<file path="src/rtl/spindle_fll.sv">
module spindle_fll #(
  parameter int COARSE_W   = 12,
  parameter int FINE_W     = 11,
  parameter int PRE_LOG2   = 11,
  parameter int SAT_LOG2   = 16,
  parameter int LOCK_LIMIT = 400000
) (
  input  logic                clk,
  input  logic                rst_n,
  input  logic [COARSE_W-1:0] coarse_tgt,
  input  logic [FINE_W-1:0]   fine_tgt,
  input  logic                elec_sel,
  input  logic                ext_sel,
  input  logic                pole8,
  input  logic                force_up,
  input  logic                force_dn,
  input  logic                cyc_sel,
  input  logic                comm_tick,
  input  logic                index_in,
  input  logic                zc_in,
  output logic                pump_up,
  output logic                pump_dn,
  output logic                cyc_out,
  output logic                lock_ok
);

  localparam int RW = COARSE_W + PRE_LOG2 + 2;
  localparam int PW = SAT_LOG2 + 1;
  localparam int LW = $clog2(LOCK_LIMIT + 1);
  localparam logic [PW-1:0] SAT = PW'(1) << SAT_LOG2;
  localparam logic [LW-1:0] LIM = LW'(LOCK_LIMIT);

  typedef enum logic [1:0] {PH_IDLE, PH_COARSE, PH_FINE, PH_DONE} phase_t;

  phase_t              phase;
  logic [COARSE_W-1:0] crs;
  logic [FINE_W-1:0]   fin;
  logic [PRE_LOG2-1:0] pre;
  logic [PW-1:0]       pw, upcnt, pw_load;
  logic [RW-1:0]       rem, rem_m1;
  logic [LW-1:0]       since;
  logic [2:0]          ecnt, ecnt_last;
  logic                idx_q, cyc_tgl, icyc, evt, loop_up, loop_dn;

  assign ecnt_last = pole8 ? 3'd3 : 3'd5;
  assign icyc      = comm_tick & (elec_sel | (ecnt >= ecnt_last));
  assign evt       = ext_sel ? (index_in & ~idx_q) : icyc;

  always_comb begin
    case (phase)
      PH_COARSE: rem = (RW'(crs) << PRE_LOG2) - RW'(pre) + RW'(fin);
      PH_FINE:   rem = RW'(fin);
      default:   rem = '0;
    endcase
  end

  assign rem_m1  = rem - RW'(1);
  assign pw_load = (rem == '0) ? '0 : ((rem_m1 > RW'(SAT)) ? SAT : PW'(rem_m1));

  always_ff @(posedge clk) begin
    if (!rst_n) begin
      phase <= PH_IDLE;
      crs   <= '0;
      fin   <= '0;
      pre   <= '0;
      pw    <= '0;
      upcnt <= '0;
    end else if (evt) begin
      crs   <= coarse_tgt;
      fin   <= fine_tgt;
      pre   <= '0;
      upcnt <= '0;
      pw    <= pw_load;
      if (coarse_tgt != '0)    phase <= PH_COARSE;
      else if (fine_tgt != '0) phase <= PH_FINE;
      else                     phase <= PH_DONE;
    end else begin
      if (pw != '0) pw <= pw - PW'(1);
      case (phase)
        PH_COARSE: begin
          pre <= pre + PRE_LOG2'(1);
          if (&pre) begin
            crs <= crs - COARSE_W'(1);
            if (crs == COARSE_W'(1)) phase <= (fin != '0) ? PH_FINE : PH_DONE;
          end
        end
        PH_FINE: begin
          fin <= fin - FINE_W'(1);
          if (fin == FINE_W'(1)) phase <= PH_DONE;
        end
        PH_DONE: if (upcnt < SAT) upcnt <= upcnt + PW'(1);
        default: ;
      endcase
    end
  end

  always_ff @(posedge clk) begin
    if (!rst_n) begin
      idx_q   <= 1'b0;
      ecnt    <= '0;
      cyc_tgl <= 1'b0;
      since   <= '0;
      lock_ok <= 1'b0;
    end else begin
      idx_q <= index_in;
      if (comm_tick) ecnt <= (ecnt >= ecnt_last) ? 3'd0 : ecnt + 3'd1;
      if (icyc) cyc_tgl <= ~cyc_tgl;
      if (evt) begin
        since   <= '0;
        lock_ok <= (since != LIM);
      end else begin
        if (since != LIM) since <= since + LW'(1);
        else              lock_ok <= 1'b0;
      end
    end
  end

  assign loop_up = (phase == PH_DONE) && (upcnt < SAT);
  assign loop_dn = (pw != '0) && (phase != PH_DONE);
  assign pump_up = force_up ? ~force_dn : (~force_dn & loop_up);
  assign pump_dn = force_dn ? ~force_up : (~force_up & loop_dn);
  assign cyc_out = cyc_sel ? cyc_tgl : zc_in;


  up_dn_excl_chk: assert property (@(posedge clk) disable iff (!rst_n)
    !(pump_up && pump_dn));


  dn_width_chk: assert property (@(posedge clk) disable iff (!rst_n)
    (!evt && pw != '0) |=> (pw == $past(pw) - PW'(1)));


  up_sat_chk: assert property (@(posedge clk) disable iff (!rst_n)
    (phase == PH_DONE && !evt && upcnt < SAT) |=> (upcnt == $past(upcnt) + PW'(1)));


  lock_drop_chk: assert property (@(posedge clk) disable iff (!rst_n)
    (!evt && since == LIM) |=> !lock_ok);


  rev_cnt_chk: assert property (@(posedge clk) disable iff (!rst_n)
    ecnt <= 3'd5);


  ext_ignore_chk: assert property (@(posedge clk) disable iff (!rst_n)
    (ext_sel && !index_in && phase == PH_IDLE) |=> (phase == PH_IDLE));

endmodule

</file>
<file path="config.mk">
export PLATFORM = sky130hd
export DESIGN_NAME = spindle_fll
export DESIGN_NICKNAME = d
export VERILOG_FILES = /design/src/rtl/spindle_fll.sv
export SDC_FILE = /design/constraint.sdc
export NUM_CORES = 1
export LEC_CHECK = 0
export BUFFER_PORTS_ARGS = -buffer_cell sky130_fd_sc_hd__buf_2
export CAP_MARGIN = 20
export CORE_MARGIN = 1.5
export CORE_UTILIZATION = 30
export DETAILED_ROUTE_END_ITERATION = 7
export GPL_ROUTABILITY_DRIVEN = 0
export GPL_TIMING_DRIVEN = 0
export PLACE_DENSITY = 0.53
export RECOVER_POWER = 25
export SLEW_MARGIN = 20
export SYNTH_ARGS = -nofsm -noshare
export SYNTH_HDL_FRONTEND = slang
export SYNTH_SLANG_ARGS = --single-unit
</file>
<file path="constraint.sdc">
create_clock -name clk -period 10.7 [get_ports clk]
set_clock_uncertainty 0.2 [all_clocks]
set_input_delay 0 -clock clk [delete_from_list [all_inputs] [get_ports clk]]
set_output_delay 0 -clock clk [all_outputs]
set_load 0.03 [all_outputs]
</file>
# Yosys cells after proc, flatten, opt, wreduce, memory -nomap -nowiden
# Cells that the tools add are included.
# totals
elab_cells,88
reg_bits,95
# classes
magnitude_cmp,3
eq_ne,11
n_bitwise,10
n_mux,26
n_reduce_logical,17
n_addsub,10
# op_table
operator,n
$mux 17,4
$pmux 25 s2,1
$mux 12,3
$add 24x12->25,1
$gt 25x17->1 const B,1
$logic_not 25->1,1
$sub 25x1->25 const B,1
$sub 23x11->24,1
$mux 11,2
$reduce_bool 11->1,2
$add 19x1->19 const B,1
$ne 19x19->1 const B,1
$add 17x1->17 const B,1
$lt 17x17->1 const B,1
$reduce_bool 17->1,1
$sub 17x1->17 const B,1
$eq 12x1->1 const B,1
$reduce_bool 12->1,1
$sub 12x1->12 const B,1
$add 11x1->11 const B,1
$eq 11x1->1 const B,1
$reduce_and 11->1,1
$sub 11x1->11 const B,1
$mux 2,5
other kinds (18),42

# Logic depth before layout (Yosys ltp)
# Gate-level depths: netlist (run 1).
# logic_depth
word_depth,8
mapped_depth,20

# Least setup slack after synthesis (run 1)
# OpenSTA, ideal clock, no wires.
# synth_timing
kind,flip-flop to flip-flop
from,register pre[3]
to,register pw[16]
arrival_time_ns,4.711
n_path_buf,2
stages_incl_launch_ff,19
setup_slack_ns,5.664
setup_time_ns,0.125
cell_sequence,dfxtp_1 > buf_6 > or4_4 > buf_6 > or3_1 > nor3_1 > xnor2_1 > ha_1 > nand2_1 > nor3_1 > a21oi_1 > or4b_1 > nor3b_2 > nor3_1 > a311o_1 > and4_4 > nor4_4 > nor4b_1 > a21oi_1
# synth_between
elab_chain_len,8
# synth_lines
element,line,rtl
from (decl),38,logic [PRE_LOG2-1:0] pre;
from (signal assigned),81,pre <= pre + PRE_LOG2'(1);
$sub 23x11->24 *,51,PH_COARSE: rem = (RW'(crs) << PRE_LOG2) - RW'(pre) + RW'(fin);
$add 24x12->25 *,51,
$pmux 25 s2 *,50,case (phase)
$sub 25x1->25,57,assign rem_m1 = rem - RW'(1);
$gt 25x17->1,58,assign pw_load = (rem == '0) ? '0 : ((rem_m1 > RW'(SAT)) ? SAT : PW'(rem_m1));
$mux 17,58,
$mux 17 *,58,
$mux 17 *,68,end else if (evt) begin
to (signal assigned),73,pw <= pw_load;
to (signal assigned),78,if (pw != '0) pw <= pw - PW'(1);
to (decl),39,"logic [PW-1:0] pw, upcnt, pw_load;"
# Every way passes the cells marked *; elsewhere a longest branch is shown, timed or not.
# A chain may end at the register's enable or synchronous reset.

# Worst setup path after layout (run 1)
# layout_timing
from,register pre[2]
to,register pw[16]
# The elaborated chain is that of the path after synthesis.

==> results.md, run 1 <==
- Post-detailed-route wirelength per cell: about 15 um
- Clock edge transition at the registers on the reported setup and hold paths: around 0.070 ns
- Num CTS Buffers: 9
- Total DRC errors in the routed layout: 0
- Antenna-violating nets left: 0
- Initial core utilization: 0.3066
- H-tree level count: 3
- Quantity of I/O buffers inserted on ports: 37
- Die span in x: about 160 um
- Cell-by-cell listing of the critical path: clkbuf_1 -> nor3_1 -> xnor2_1 -> ha_1 -> clkbuf_1 -> nand3_1 -> o221ai_1 -> a211oi_1 -> a211oi_1 -> nand2b_1 -> nor3_2 -> nor3b_2 -> a311oi_1 -> nor4_4 -> nor4b_1 -> a21oi_1
- Unrepaired setup endpoints after global routing: false
- Post-Route WL: 21,040 um
- Lkg Pwr: 0.003338 uW
- Crit path to: pw[16]$_SDFFE_PN0P_
- Via density per instance: approximately 5.3
- Final std cell area, no fill: roughly 8700 um2
- Clock tree buffer depth: 2
- Endpoints failing setup: 0
- Buffers and inverters on the worst path: 2
- Die boundary height: roughly 160 um
- CP Class: register to register
- Post-route minimum period: 6.315 ns
- Slew @ Worst Pin: 0.9655 ns
- HPWL after DPL: about 16,000 um
- Slowest cell on crit path: nor3_1
- Overall track demand over capacity in global routing: 0.1650
- Clock root buffer: clkbuf_16
- Worst Setup Start Kind: register
- Max transition margin: 0.3514
- Critical path data required time: roughly 11 ns
- Max-slew violation count: 0
- Total Neg Setup Slack: 0 ns
- Worst path depth: 16
- Maximum capacitance violations: 0
- Distinct cells, synth: 83
- Setup Fix Bufs, Post-CTS: 0
- Critical path peak fanout: 10
- Placement Cell Area: 8068 um2
- Post-Place Cells: between 1,000 and 1,500
- Number of warnings printed during yosys synthesis: 0
- Final worst-path cycle share: 0.5901
- Area growth from synthesis to layout: 16.18%
- PnR Total Power: between 1000 and 1500 uW
- DRT Pass-1 Iters: 4
- Site row count: 57
- Clock latency at the later pin of the worst-skew pair: about 0.37 ns
- Number of top-level pins: 38
- Post-Layout Cell Count: about 1,400
- Number of failing hold endpoints at the final stage: 0
- Critical path arrival: between 6 and 7 ns
- Worst reg2reg path endpoint: pw[16]$_SDFFE_PN0P_
- Average size of a mapped cell: ~7.8 um2
- Vias in the first global route: approximately 6,700
- Power per cell area: approximately 160 nW/um2
- Flop and latch count out of synthesis: 95
- Proportion of synthesized flip-flops having asynchronous set or reset: 0
- Critical path origin: pre[2]$_SDFFE_PP0P_
- First DRT Iteration DRCs: 497
- Run status: finished, final reports clean
- Worst ir drop on vdd: slightly above 0.08 mV
- Number of nets produced by synthesis: between 1,000 and 1,500
- Fmax: around 0.16 GHz
- R2R Path Start: pre[2]$_SDFFE_PP0P_
- Cell count of the worst reg-to-reg path: 16
- Antenna diode count: 0
- Filler cell count: 2,631
- Sequential fraction of the synthesis area: 0.2544
- Core footprint: around 24,000 um2
- CP delay by family, top: simple AND/OR/NAND/NOR gates
- Die Area: between 20,000 and 30,000 um2
- Fraction of final layout cells with drive strength greater than 1: 0.08599
- Largest net degree at the start of global routing: 17
- Summed instance area of the synthesized netlist: between 7000 and 8000 um2
- Number of standard cells after synthesis: 953
- Number of sinks on the clock net: 95
- Delay contributed by the slowest stage of the critical path: 0.79 ns
- Crit end category: register
- Register-to-Register Setup Slack: roughly 4.4 ns
- Global-route wire length before repair: 34,540 um
- Overall via count from detail_route: ~7,000
- Number of flops mapped to enable cells by yosys: 0
- Clock tree from TritonCTS: done
- Final-stage net count: approximately 1,100
- Type of the worst min-delay path: input port to primary output
- Sum of overflow across all layers after global routing: 0
- Number of antenna violations at the first check in global routing: 0
- Primary FF master, synth: dfxtp_1
per-stage QoR:
| stage | utilization | hold slack [ns] | worst slack (ns) |
|---|---|---|---|
| finish | 0.3562 | 0.08421 | 4.385 |
| global route | 0.3562 | 0.09933 | 3.937 |
| CTS | 0.3559 | 0.08711 | 4.560 |
| detailed placement | 0.3308 | 0.03846 | 4.580 |
| global placement | 0.3308 | 0.03533 | 4.585 |
| floorplan | - | -0.08821 | 5.664 |
flip-flops by register name, summed over array words and instances (netlist names):
name / flops
crs: 12
cyc_tgl: 1
ecnt: 3
fin: 11
idx_q: 1
lock_ok: 1
phase: 2
pre: 11
pw: 17
since: 19
upcnt: 17
repair_timing:
item | in CTS | in global routing
hold buffers | 29 | 0
endpoints found under the hold margin | 30 | 0
gates resized for setup | 0 | 0
metal layers:
metal  vias up  share of wire  GRT usage
met5         -              0          0
met1      3373           0.50     0.2269
met4         0          0.032    0.06524
met2       124           0.43     0.2557
li1       3630              -          -
met3        34          0.037    0.02789
final cells by class:
| type | instances | area, um2 | share of cell area |
|---|---|---|---|
| inverters | 26 | 97.59 | 0.01123 |
| repair buffers | 66 | 470.5 | 0.05416 |
| plain buffers | 49 | 210.2 | 0.02420 |
| flip-flops and latches | 95 | 1902 | 0.2189 |
| clock inverters | 7 | 96.34 | 0.01109 |
| well taps | 324 | 405.4 | 0.04667 |
| clock buffers | 9 | 225.2 | 0.02593 |
| multi-input cells | 783 | 5280 | 0.6078 |
cells in the mapped netlist, drive strengths merged (19+ instances only):
| master | count | area [um2] |
|---|---|---|
| inv | 26 | 97.59 |
| or3 | 25 | 156.4 |
| nand2 | 86 | 322.8 |
| dfxtp | 95 | 1902 |
| nor3 | 37 | 195.2 |
| xor2 | 44 | 385.4 |
| nand3 | 48 | 245.2 |
| nor4 | 27 | 190.2 |
| ha | 35 | 437.9 |
| o211a | 23 | 230.2 |
| o21ai | 29 | 145.1 |
| xnor2 | 67 | 586.8 |
| nand4 | 20 | 125.1 |
| a21oi | 29 | 145.1 |
| clkbuf | 37 | 138.9 |
| and3 | 19 | 118.9 |
| nor2 | 98 | 370.4 |
report_power, final:
group          switching (uW)  internal [uW]
clock network             154            205
logic                     346            252
registers                47.5            397
cell families (layout without fill, tap and decap cells):
| group | count (synthesis) | after routing | share of synthesized area |
|---|---|---|---|
| multiplexers | 14 | 14 | 0.01924 |
| XOR/XNOR | 111 | 111 | 0.1300 |
| flip-flops | 95 | 95 | 0.2544 |
| AO/OA/AOI/OAI | 188 | 188 | 0.1878 |
| buffers and inverters | 75 | 157 | 0.04116 |
| AND/OR/NAND/NOR | 434 | 434 | 0.3062 |
| adder cells (fa/ha/maj) | 36 | 36 | 0.06125 |
layout by cell type, fill, tap and decap left out, types with 8 or more instances in the layout:
cell	instances
nor3_1	35
nand4_1	20
a31oi_1	8
and3_1	19
nor2b_1	15
o22ai_1	15
dlygate4sd3_1	29
clkbuf_16	9
or3_1	25
o211a_1	23
o211ai_1	9
buf_2	36
a21oi_1	29
nor4_1	23
clkbuf_1	41
nand2_1	86
o21ai_0	28
nand3_1	47
inv_1	26
nor2_1	97
dfxtp_1	95
ha_1	35
xnor2_1	67
mux2i_1	11
xor2_1	44
nand2b_1	13
tightest hold or removal path: stages:
cell and delay (ns):
buf_2 0.09, nor2_1 0.04, buf_2 0.16
how the worst min path moves through the flow:
stage	startpoint	to	slack, ns	cells after the start
6_report	force_up	pump_dn	0.08	3
5_1_grt	force_up	pump_dn	0.1	3
4_1_cts	force_up	pump_dn	0.09	3
3_5_place_dp	index_in	idx_q$_SDFF_PN0_	0.04	2
3_3_place_gp	index_in	idx_q$_SDFF_PN0_	0.04	2
2_1_floorplan	force_up	pump_dn	-0.09	1
Note: power is estimated with default switching activity, not from simulation.
==> inputs of run 2 (changes only) <==
--- a/config.mk
+++ b/config.mk
@@ -5,6 +5,7 @@
 export SDC_FILE = /design/constraint.sdc
 export NUM_CORES = 1
 export LEC_CHECK = 0
+export ABC_AREA = 1
 export BUFFER_PORTS_ARGS = -buffer_cell sky130_fd_sc_hd__buf_2
 export CAP_MARGIN = 20
 export CORE_MARGIN = 1.5
@@ -12,7 +13,7 @@
 export DETAILED_ROUTE_END_ITERATION = 7
 export GPL_ROUTABILITY_DRIVEN = 0
 export GPL_TIMING_DRIVEN = 0
-export PLACE_DENSITY = 0.53
+export PLACE_DENSITY = 0.54
 export RECOVER_POWER = 25
 export SLEW_MARGIN = 20
 export SYNTH_ARGS = -nofsm -noshare
==> constraint.sdc (replaced) <==
create_clock -name clk -period 5.5 [get_ports clk]
set_clock_uncertainty 0.2 [all_clocks]
set_input_delay 0 -clock clk [delete_from_list [all_inputs] [get_ports clk]]
set_output_delay 0 -clock clk [all_outputs]
set_load 0.03 [all_outputs]
==> run 2 against run 1 <==
Against the previous run:
- critical path depth rose by 12
- hold slack got worse by 0.025 ns
- wire length up 8.6%
- sequential power rose by 86%
- flip-flop and latch count unchanged
- count of clock-buffer cells in the layout is the same
- cell count is 29% higher
- core utilization shrank 0.53 points
- combinational power increased by 110%
- clock power increased by 95%
- highest routed layer unchanged
==> results.md, run 2 <==
- Run status: finished, final reports clean
- Die boundary height: 168.4 um (+4.7%)
- Initial core utilization: 0.3055 (-0.001016)
- Unrepaired setup endpoints after global routing: false
- Number of flops mapped to enable cells by yosys: 0 (unchanged)
- Number of nets produced by synthesis: 1,398 (+37%)
- Final worst-path cycle share: 0.8081 (+0.2180)
- Post-route minimum period: 4.445 ns (-1.870 ns)
- Clock tree from TritonCTS: done
- First DRT Iteration DRCs: 449 (-9.7%)
- Number of failing hold endpoints at the final stage: 0 (unchanged)
- Power per cell area: 295.5 nW/um2 (+83%)
- Distinct cells, synth: 53 (-36%)
- Most used cells in the layout excluding fill and tap cells: nand2_1 (362), inv_1 (193), nor2_1 (159)
- Slew @ Worst Pin: 0.8642 ns (-0.1013 ns)
- Cell count of the worst reg-to-reg path: 28 (+12)
- Filler cell count: 2,975 (+13%)
- Maximum capacitance violations: 0 (unchanged)
- Proportion of netlist area held by the largest area contributor: 0.2316 (-0.02275)
- Antenna-violating nets left: 0 (unchanged)
- Crit end category: register
- Flop and latch count out of synthesis: 95 (unchanged)
- Endpoints failing setup: 0 (unchanged)
- Largest regs: since: 19 flops, pw: 17 flops, upcnt: 17 flops
- Cell with the most instances after synthesis: nand2_1
- Worst ir drop on vdd: 0.1410 mV (+70%)
- Sequential fraction of the synthesis area: 0.2316 (-0.02275)
- Lkg Pwr: 0.004536 uW (+36%)
- Max reg flops: 19 (unchanged)
- Die span in x: 168.4 um (+4.7%)
- Largest register by flop count: since
- Vias in the first global route: 7,935 (+18%)
- Critical path data required time: 5.52 ns (-5.22 ns)
- Global-route wire length before repair: 38,380 um (+11%)
- Met2 Use GR: 0.2946 (+0.03892)
- Number of antenna violations at the first check in global routing: 0 (unchanged)
- Summed instance area of the synthesized netlist: 8212 um2 (+9.8%)
- Register-to-Register Setup Slack: 1.06 ns (-3.33 ns)
- Fmax: 0.2250 GHz (+42%)
- Quantity of I/O buffers inserted on ports: 37 (unchanged)
- Total DRC errors in the routed layout: 0 (unchanged)
- Worst Setup Start Kind: register
- Count of instances resized after the clock tree is built: 0 (unchanged)
- GR peak layer: met2
- Largest cells by area after synthesis: dfxtp_1 (23%), nand2_1 (17%), inv_1 (8.8%)
- Number of top-level pins: 38 (unchanged)
- Proportion of synthesized flip-flops having asynchronous set or reset: 0 (unchanged)
- GR Layer Usage met1: 0.2109 (-0.01601)
- Delay contributed by the slowest stage of the critical path: 0.51 ns (-0.28 ns)
- Post-synthesis cell type with the largest combined area: dfxtp_1
- R2R Path Start: pre[0]$_SDFFE_PP0P_
- Type of the worst min-delay path: input port to register
- Critical path peak fanout: 10 (unchanged)
- Clock latency at the later pin of the worst-skew pair: 0.36 ns (about the same)
- Num CTS Buffers: 9 (unchanged)
- Largest net degree at the start of global routing: 20 (+3)
- Commonest cells post-synth: nand2_1 (362), inv_1 (193), nor2_1 (159)
- Worst reg2reg path endpoint: pw[8]$_SDFFE_PN0P_
- Clock edge transition at the registers on the reported setup and hold paths: 0.08 ns (about the same)
- Clock tree buffer depth: 2 (unchanged)
- Overall track demand over capacity in global routing: 0.1680 (+0.003094)
- Number of standard cells after synthesis: 1,328 (+39%)
- Number of sinks on the clock net: 95 (unchanged)
- GR Layer Usage met3: 0.02468 (-0.003210)
- Area used by multi-input combinational logic: 5408 um2 (+2.4%)
- Post-Route WL: 22,850 um (+8.6%)
- Site row count: 60 (+5.3%)
- Sum of overflow across all layers after global routing: 0 (unchanged)
- Area growth from synthesis to layout: 14.84%
- Slowest cell on crit path: dfxtp_1
- Via density per instance: 4.712 (-11%)
- Average size of a mapped cell: 6.183 um2 (-21%)
- Crit path to: pw[8]$_SDFFE_PN0P_
- Max-slew violation count: 0 (unchanged)
- Critical path origin: pre[0]$_SDFFE_PP0P_
- Utilization after layout: 0.3509 (-0.005276)
- HPWL after DPL: 18,040 um (+13%)
- Core footprint: 26,880 um2 (+10%)
- Total Neg Setup Slack: 0 ns (unchanged)
- Final-stage net count: 1,475 (+34%)
- Clock root buffer: clkbuf_16
- Max transition margin: 0.4239 (+0.07246)
- Number of warnings printed during yosys synthesis: 0 (unchanged)
- DRT Pass-1 Iters: 5 (+1)
- Critical path arrival: 4.46 ns (-1.89 ns)
- Overall via count from detail_route: 8,250 (+15%)
- Die Area: 28,370 um2 (+9.6%)
- Most common cell type on the critical path: nand2_1
- Antenna diode count: 0 (unchanged)
- Sequential standard cell area: 1902 um2 (unchanged)
- Commonest non-fill, non-tap cell in the layout: nand2_1
- CP Class: register to register
- H-tree level count: 3 (unchanged)
- Post-detailed-route wirelength per cell: 13.05 um (-16%)
- Primary FF master, synth: dfxtp_1
- Fraction of final layout cells with drive strength greater than 1: 0.1163 (+0.03032)
## run 2: kinds of logic after synthesis
| family | share of synthesized area |
|---|---|
| AO/OA/AOI/OAI | 0.09721 |
| XOR/XNOR | 0.05546 |
| adder cells (fa/ha/maj) | 0.05577 |
| buffers and inverters | 0.1099 |
| flip-flops | 0.2316 |
| AND/OR/NAND/NOR | 0.4501 |
## run 2: repair_timing
item / CTS / global route
endpoints found under the hold margin: 34 / 0
buffers inserted: 0 / 0
hold buffers: 28 / 0
## run 2: worst max-delay path: cells and delay by family, from the launching register on
kind                       cells  cell delay, ns
AOI/OAI and AO/OA              1            0.05
xor gates and xnor gates       1            0.15
adders and majority gates      2            0.64
buffers and inverters          6            0.70
DFF                            1            0.51
and+or+nand+nor               18            2.04
## run 2: how the worst min path moves through the flow
stage                   from                   end  slack, ns  cells past startpoint
floorplan           index_in      idx_q$_SDFF_PN0_      -0.11                      2
global placement    index_in      idx_q$_SDFF_PN0_     -0.001                      3
detailed placement  index_in      idx_q$_SDFF_PN0_      0.005                      3
CTS                    pole8  cyc_tgl$_SDFFE_PN0P_       0.06                      6
global route           pole8  cyc_tgl$_SDFFE_PN0P_       0.10                      6
finish                 pole8  cyc_tgl$_SDFFE_PN0P_       0.06                      6
## run 2: layout make-up
cell class,instances,share of cell area
Inverter,207,0.08239
Tap cell,341,0.04524
Buffer,24,0.01314
Timing Repair Buffer,66,0.04989
Clock inverter,7,0.01035
Clock buffer,9,0.02388
Sequential cell,95,0.2017
Multi-Input combinational cell,1002,0.5734
## run 2: per-layer routing
layer,vias up,part of all wire
met5,-,0
met4,0,0.025
met3,29,0.031
met2,118,0.47
met1,3713,0.47
li1,4390,-
## run 2: per-stage QoR
step	setup slack [ns]	hold slack, ns	cell area, um2	power, uW	cells
6_report	1.055	0.05922	9430	2787	1751
5_1_grt	0.6654	0.1015	9430	3027	1751
4_1_cts	1.029	0.05536	9438	2811	1751
3_5_place_dp	1.095	0.004684	8835	2084	1707
3_3_place_gp	1.161	-0.001174	8823	2072	1706
2_1_floorplan	1.790	-0.1065	8212	1811	1328
## run 2: where the power goes
part	switching (uW)	leakage (uW)	internal [uW]
Clock	330	0.000157	368
Combinational	822	0.00361	440
Sequential	69.8	0.000773	757
Total	1220	0.00454	1560
==> inputs of run 3 (changes only) <==
==> constraint.sdc (replaced) <==
create_clock -name clk -period 3.6 [get_ports clk]
set_clock_uncertainty 0.2 [all_clocks]
set_input_delay 0 -clock clk [delete_from_list [all_inputs] [get_ports clk]]
set_output_delay 0 -clock clk [all_outputs]
set_load 0.03 [all_outputs]
==> run 3 against run 2 <==
Against the previous run:
- the flow now finishes with violations (negative setup slack)
- critical path depth rose by 1
- count of clock-buffer cells in the layout did not move
- sequential share of layout area fell by 1.5 points
- core utilization rose by 3.0 points
- via count rose by 2.2%
- die area did not move
- total power rose by 61%
- hold slack got worse by 0.0024 ns
- worst setup slack got worse by 1.4 ns
- non-clock buffer count rose by 30
- critical endpoint unchanged
- largest cell class unchanged
==> results.md, run 3 (synthesis results as in run 2) <==
- Run status: finished, violations left
- Violations in the final reports: negative setup slack
- Clock edge transition at the registers on the reported setup and hold paths: 0.08 ns (about the same)
- PnR Total Power: 4487 uW (+61%)
- CP Class: register to register
- Final std cell area, no fill: 10,230 um2 (+8.5%)
- Fmax: 0.2559 GHz (+14%)
- Max transition margin: 0.2323 (-0.1916)
- Area growth from synthesis to layout: 24.55%
- Largest net degree at the start of global routing: 21 (+5.0%)
- Setup Slack @ Placement: -0.5816 ns (-1.677 ns)
- Clock root buffer: clkbuf_16
- Fraction of final layout cells with drive strength greater than 1: 0.2076 (+0.09133)
- Num CTS Buffers: 9 (unchanged)
- Post-detailed-route wirelength per cell: 13.49 um (+3.4%)
- Filler cell count: 2,894 (-2.7%)
- Max reg flops: 19 (unchanged)
- Sum of overflow across all layers after global routing: 0 (unchanged)
- Power per cell area: 438.8 nW/um2 (+48%)
- Quantity of I/O buffers inserted on ports: 37 (unchanged)
- Antenna-violating nets left: 0 (unchanged)
- Number of failing hold endpoints at the final stage: 0 (unchanged)
- Setup slack after layout: -0.3079 ns (-1.363 ns)
- Buffers and inverters on the worst path: 5 (-1)
- Delay contributed by the slowest stage of the critical path: 0.36 ns (-0.15 ns)
- Core footprint: 26,880 um2 (unchanged)
- CP delay by family, top: simple AND/OR/NAND/NOR gates
- Unrepaired setup endpoints after global routing: true
- Maximum capacitance violations: 0 (unchanged)
- Critical path peak fanout: 5 (-5)
- Clock tree from TritonCTS: done
- Largest regs: since: 19 flops, pw: 17 flops, upcnt: 17 flops
- Commonest non-fill, non-tap cell in the layout: nand2_1
- H-tree level count: 3 (unchanged)
- Antenna diode count: 0 (unchanged)
- Post-Route WL: 24,030 um (+5.2%)
- Lkg Pwr: 0.004789 uW (+5.6%)
- DRT Pass-1 Iters: 5 (unchanged)
- Number of top-level pins: 38 (unchanged)
- Global-route wire length before repair: 39,170 um (+2.1%)
- Site row count: 60 (unchanged)
- First DRT Iteration DRCs: 421 (-6.2%)
- Area used by multi-input combinational logic: 5949 um2 (+10%)
- Initial core utilization: 0.3055 (unchanged)
- Via density per instance: 4.733 (+0.46%)
- Critical path arrival: 4.01 ns (-0.45 ns)
- Worst Setup Start Kind: register
- Final-stage net count: 1,505 (+2.0%)
- Placement Cell Area: 8859 um2 (+0.27%)
- Post-route minimum period: 3.908 ns (-0.5367 ns)
- Die span in x: 168.4 um (unchanged)
- Worst ir drop on vdd: 0.2493 mV (+77%)
- Max-slew violation count: 0 (unchanged)
- Number of sinks on the clock net: 95 (unchanged)
- Clock tree buffer depth: 2 (unchanged)
- Endpoints failing setup: 17 (+17)
- Clock latency at the later pin of the worst-skew pair: 0.37 ns (about the same)
- Die boundary height: 168.4 um (unchanged)
- Vias in the first global route: 7,998 (+0.79%)
- Number of antenna violations at the first check in global routing: 0 (unchanged)
- Sequential standard cell area: 1912 um2 (+0.53%)
- Slew @ Worst Pin: 1.147 ns (+0.2831 ns)
- Worst Hold Slack: 0.05684 ns (-0.002376 ns)
- Largest register by flop count: since
- Total DRC errors in the routed layout: 0 (unchanged)
- Final worst-path cycle share: 1.086 (+0.2774)
- Die Area: 28,370 um2 (unchanged)
- Slowest cell on crit path: dfxtp_4
- Overall track demand over capacity in global routing: 0.1715 (+0.003499)
- Overall via count from detail_route: 8,430 (+2.2%)
- Type of the worst min-delay path: input port to register
- Critical path data required time: 3.70 ns (-1.82 ns)
- Utilization after layout: 0.3805 (+0.02965)
- HPWL after DPL: 18,250 um (+1.2%)
- Most used cells in the layout excluding fill and tap cells: nand2_1 (327), inv_1 (188), nor2_1 (146)
- Crit end category: register
## run 3: worst register-to-register path, delay by kind of cell (launching register included)
kind	cells	cell delay, ns
and+or+nand+nor	20	2.13
adders and majority gates	2	0.43
DFF	1	0.36
xor gates and xnor gates	1	0.13
buffers and inverters	5	0.48
AOI/OAI and AO/OA	1	0.11
## run 3: where the power goes
part           switching, uW  total [uW]  internal [uW]
Combinational           1410        2200            793
Sequential               108        1260           1160
Clock                    527        1020            498
Total                   2040        4490           2450
## run 3: final cells by class
class,count,area share
sequential,95,0.1869
clock inverter,7,0.008441
clock buffer,9,0.02202
multi-input combinational,1002,0.5817
buffer,24,0.01260
timing repair buffer,96,0.06949
inverter,207,0.07707
tap,341,0.04172
## run 3: timing repair
item / 4_1_cts / 5_1_grt
pin swaps: 24 / 46
setup buffers: 18 / 12
endpoints found under the hold margin: 35 / 0
endpoints found under the setup margin: 24 / 51
cloned: 1 / 0
hold buffers: 28 / 0
gates resized for setup: 66 / 73
## run 3: metal layers
layer,vias to the layer above,GRT usage,share of wire
met3,36,0.02633,0.030
li1,4446,-,-
met1,3815,0.2128,0.46
met5,-,0,0
met2,133,0.3024,0.48
met4,0,0.05668,0.029
## run 3: final timing paths
kind | from | to | slack [ns] | depth (start not counted)
setup / recovery | pre[0]$_SDFFE_PP0P_ | pw[8]$_SDFFE_PN0P_ | -0.31 | 29
hold / removal | pole8 | cyc_tgl$_SDFFE_PN0P_ | 0.06 | 6
setup reg to reg | pre[0]$_SDFFE_PP0P_ | pw[8]$_SDFFE_PN0P_ | -0.31 | 29
hold reg to reg | since[17]$_SDFFE_PP0N_ | since[17]$_SDFFE_PP0N_ | 0.27 | 2
## run 3: metrics by stage
stage / cells / setup TNS [ns]
after floorplan: 1328 / 0
after detailed placement: 1706 / -8.877
final: 1781 / -4.449
after CTS: 1769 / -2.453
after global placement: 1706 / -9.370
after global routing: 1781 / -11.84
